## src/rtl/raw_ilk_pkg.sv

```systemverilog
package raw_ilk_pkg;

  typedef enum logic [1:0] {
    STG_EX  = 2'd0,
    STG_MEM = 2'd1,
    STG_WB  = 2'd2
  } stage_e;

  localparam int STAGE_CNT = 3;
  localparam int SRC_CNT   = 2;

  // One source against one in-flight destination: a hazard only when the
  // source is really read, is not the hardwired zero register, and the
  // stage will write the same index.
  function automatic logic src_conflict(input logic [31:0] src,
                                        input logic        src_used,
                                        input logic [31:0] dst,
                                        input logic        dst_wr);
    return src_used && dst_wr && (src != 32'd0) && (src == dst);
  endfunction

endpackage

```

## src/rtl/ilk_src_match.sv

```systemverilog
module ilk_src_match
  import raw_ilk_pkg::*;
#(
  parameter int IDX_W = 5,
  parameter int N_STG = 3
) (
  input  logic [IDX_W-1:0]             src,
  input  logic                         src_used,
  input  logic [N_STG-1:0][IDX_W-1:0]  dst,
  input  logic [N_STG-1:0]             dst_wr,
  output logic [N_STG-1:0]             hit_vec,
  output logic                         hit
);

  for (genvar s = 0; s < N_STG; s++) begin : g_stage
    assign hit_vec[s] = src_conflict(32'(src), src_used, 32'(dst[s]), dst_wr[s]);
  end

  assign hit = |hit_vec;

endmodule

```

## src/rtl/ilk_ex_slot.sv

```systemverilog
module ilk_ex_slot #(
  parameter int IDX_W = 5
) (
  input  logic             clk,
  input  logic             rst_n,
  input  logic             insert_bubble,
  input  logic             in_valid,
  input  logic [IDX_W-1:0] in_dest,
  input  logic             in_we,
  output logic             q_valid,
  output logic [IDX_W-1:0] q_dest,
  output logic             q_we
);

  always_ff @(posedge clk or negedge rst_n) begin
    if (!rst_n) begin
      q_valid <= 1'b0;
      q_dest  <= '0;
      q_we    <= 1'b0;
    end else if (insert_bubble) begin
      q_valid <= 1'b0;
      q_dest  <= '0;
      q_we    <= 1'b0;
    end else begin
      q_valid <= in_valid;
      q_dest  <= in_valid ? in_dest : '0;
      q_we    <= in_valid & in_we;
    end
  end

endmodule

```

## src/rtl/raw_interlock.sv

```systemverilog
module raw_interlock
  import raw_ilk_pkg::*;
#(
  parameter int IDX_W = 5
) (
  input  logic             clk,
  input  logic             rst_n,
  input  logic             dec_valid,
  input  logic [IDX_W-1:0] dec_rs,
  input  logic             dec_rs_use,
  input  logic [IDX_W-1:0] dec_rt,
  input  logic             dec_rt_use,
  input  logic [IDX_W-1:0] dec_dest,
  input  logic             dec_we,
  input  logic [IDX_W-1:0] mem_dest,
  input  logic             mem_we,
  input  logic [IDX_W-1:0] wb_dest,
  input  logic             wb_we,
  output logic             stall,
  output logic             pc_load,
  output logic             ifid_load,
  output logic             ex_valid,
  output logic [IDX_W-1:0] ex_dest,
  output logic             ex_we
);

  localparam int N_STG = STAGE_CNT;
  localparam int N_SRC = SRC_CNT;

  // In-flight destinations, ordered youngest first.
  logic [N_STG-1:0][IDX_W-1:0] stg_dest;
  logic [N_STG-1:0]            stg_we;

  assign stg_dest[STG_EX]  = ex_dest;
  assign stg_we[STG_EX]    = ex_valid & ex_we;
  assign stg_dest[STG_MEM] = mem_dest;
  assign stg_we[STG_MEM]   = mem_we;
  assign stg_dest[STG_WB]  = wb_dest;
  assign stg_we[STG_WB]    = wb_we;

  logic [N_SRC-1:0][IDX_W-1:0] src_idx;
  logic [N_SRC-1:0]            src_used;
  logic [N_SRC-1:0][N_STG-1:0] src_hit_vec;
  logic [N_SRC-1:0]            src_hit;

  assign src_idx[0]  = dec_rs;
  assign src_used[0] = dec_rs_use;
  assign src_idx[1]  = dec_rt;
  assign src_used[1] = dec_rt_use;

  for (genvar i = 0; i < N_SRC; i++) begin : g_src
    ilk_src_match #(
      .IDX_W (IDX_W),
      .N_STG (N_STG)
    ) u_match (
      .src      (src_idx[i]),
      .src_used (src_used[i]),
      .dst      (stg_dest),
      .dst_wr   (stg_we),
      .hit_vec  (src_hit_vec[i]),
      .hit      (src_hit[i])
    );
  end

  // Named events for the checker.
  logic rs_hit;
  logic rt_hit;
  assign rs_hit = src_hit[0];
  assign rt_hit = src_hit[1];

  assign stall     = dec_valid & (|src_hit);
  assign pc_load   = ~stall;
  assign ifid_load = ~stall;

  ilk_ex_slot #(
    .IDX_W (IDX_W)
  ) u_ex (
    .clk           (clk),
    .rst_n         (rst_n),
    .insert_bubble (stall),
    .in_valid      (dec_valid),
    .in_dest       (dec_dest),
    .in_we         (dec_we),
    .q_valid       (ex_valid),
    .q_dest        (ex_dest),
    .q_we          (ex_we)
  );

endmodule

```

## config.mk

```make
export PLATFORM = sky130hd
export DESIGN_NAME = raw_interlock
export DESIGN_NICKNAME = d
export VERILOG_FILES = /design/src/rtl/raw_ilk_pkg.sv /design/src/rtl/ilk_src_match.sv /design/src/rtl/ilk_ex_slot.sv /design/src/rtl/raw_interlock.sv
export SDC_FILE = /design/constraint.sdc
export NUM_CORES = 1
export LEC_CHECK = 0
export BUFFER_PORTS_ARGS = -buffer_cell sky130_fd_sc_hd__buf_2
export CAP_MARGIN = 20
export CORE_ASPECT_RATIO = 0.9
export CORE_MARGIN = 2
export CORE_UTILIZATION = 41
export DETAILED_ROUTE_END_ITERATION = 10
export PLACE_DENSITY = 0.78
export SLEW_MARGIN = 30
export SYNTH_ARGS = -nofsm -noshare
export SYNTH_HDL_FRONTEND = slang
export SYNTH_HIERARCHICAL = 1
export SYNTH_SLANG_ARGS = --single-unit
```

## constraint.sdc

```tcl
create_clock -name clk -period 2.1 [get_ports clk]
set_input_delay 0.315 -clock clk [delete_from_list [all_inputs] [get_ports clk]]
set_output_delay 0.315 -clock clk [all_outputs]
set_load 0.05 [all_outputs]
```

==> impl_metrics.yaml <==
pwr:
  p_total_mw: 0.469
  power_density_mw_per_mm2: 422
  p_leak_nw: 0.552
  peakVddDrop_mv: 0.312
clocking:
  clk_latency_ns: 0.25
  cts_buffers: 3
  clockRootBuffer: "clkbuf_4"
  cts_sinks: 7
  clkTransAtPathRegs_ns: 0.05
  clk_path_buf_depth: 2
  cts_tree: "done"
  htreeDepth: 1
detailed_routing:
  ant_nets: 0
  routed_wl_um: 2040
  dr.pass1.iters: 4
  via_per_inst: 5.03
  num_vias: 760
  drc: 0
  wl_per_cell_um: 13.5
  first_iter_violations: 12
timing:
  setup_slack_ns: -0.0825
  rsz0062_at_grt: "true"
  slew-limit-headroom_pct: 71.5
  hold_viol: 0
  skew_ns: 0.00102
  post-route-period-util_pct: 104
  setup_violations: 3
  min_period_ns: 2.18
  max_freq_ghz: 0.458
  worst_pin_slew_ns: 0.425
  slew_viol_final: 0
die:
  die_h_um: 42.0
  start_util_pct: 44.5
  core-area_mm2: 0.00148
  dieWidth_um: 46.2
  die-area_mm2: 0.00194
  rows: 13
  io_pins: 43
cells_and_area:
  area_delta_synth_final_pct: 68.6
  antenna_cells: 0
  layout.nets: 163
  layout.cells.most_common: "buf_2"
  seq_area_um2: 175
  drive_gt1_share_pct: 51.9
  n_fill_cell: 108
  stdcell_area_mm2: 0.00111
  layout_common_cells: "buf_2, xor2_1, buf_4"
  multiInputGateArea_um2: 507
status:
  failed_checks: "setup timing"
  outcome: "finished, violations left"
global_routing:
  grt_pass1_wl_um: 3100
  grt_usage_pct: 22.2
  grt_max_degree: 10
  first_global_vias: 785
  antenna_found_initial: 0
  grt.overflow.total: 0
job:
  cap_violations: 0
worst_hold_path:
  hold_class: "input port to register"
setup_path:
  critPathRequiredTime_ns: 1.78
  end_kind: "output pin"
  cp_num_buf_inv: 2
  path_cells: "buf_2 > or4_4 > o21a_1 > nand4_1 > o211ai_1 > o21a_2 > buf_8"
  cp_top_family: "compound AO/OA/AOI/OAI gates"
  start_kind: "input port"
  crit_type: "input port to output pin"
  crit_arrival_ns: 1.87
  crit_path_max_incr_delay_ns: 0.51
  critPathSlowestCell: "or4_4"
  worstPathMaxFanout: 3
yosys:
  yosysWarnings: 6
  synthesis.area_um2: 658
  syn_inst: 68
  synthesis.nets: 101
  syn_area_per_cell_um2: 9.68
place:
  hpwlAfterDp_um: 1670
  io_buffers: 42
  gp_congestion: 0.833
  dpl_cell_area_um2: 991
==> sequential cells by signal, summed over array words and instances, names as in the netlist <==
name,count
u_ex/q_dest,5
u_ex/q_we,1
u_ex/q_valid,1
==> power by group <==
| group | switching, mW | total, mW | leakage, nW | internal (mW) |
|---|---|---|---|---|
| clock network | 0.0487 | 0.121 | 0.0150 | 0.0724 |
| registers | 0.00650 | 0.149 | 0.0891 | 0.143 |
| logic | 0.108 | 0.198 | 0.448 | 0.0904 |
==> metrics by stage <==
step	TNS [ns]	utilization, %	worst slack, ns	hold slack [ns]	instances
2_1_floorplan	-0.112	-	-0.112	0.0194	68
3_3_place_gp	-0.228	66.9	-0.0764	0.148	143
3_5_place_dp	-0.324	66.9	-0.106	0.149	143
4_1_cts	-0.113	74.4	-0.0506	0.300	151
5_1_grt	-0.304	75.0	-0.123	0.309	151
6_report	-0.196	75.0	-0.0825	0.308	151
==> what timing repair did <==
item / 4_1_cts / 5_1_grt
hold buffers: 1 / 0
gates resized for setup: 14 / 3
pin swaps: 11 / 2
buffers inserted: 3 / 0
endpoints found under the setup margin: 3 / 6
endpoints found under the hold margin: 7 / 0
==> routing by layer <==
metal / vias up / global-route usage, % / wire, um
met1: 344 / 22.6 / 812
met4: 0 / 10.9 / 53
li1: 367 / - / -
met3: 5 / 3.02 / 158
met2: 44 / 41.4 / 1020
met5: - / 0 / 0
==> path summary, 6_finish.rpt <==
kind,slack (ns),depth (start not counted),start,to
setup / recovery,-0.08,7,dec_rs[3],stall
hold / removal,0.31,2,dec_dest[4],u_ex/q_dest[4]
setup reg to reg,0.12,8,u_ex/q_dest[2],u_ex/q_dest[1]
hold reg to reg,1.30,7,u_ex/q_valid,u_ex/q_valid
max in group asynchronous,1.52,2,rst_n,u_ex/q_we
min in group asynchronous,0.43,2,rst_n,u_ex/q_dest[3]
==> cell type report <==
cell class,count,area share (%)
repair buffers,58,33.7
clock buffers,4,2.37
well taps,22,2.48
flip-flops and latches,7,15.8
multi-input cells,60,45.7
No activity file was read; power rests on OpenSTA's default activity.
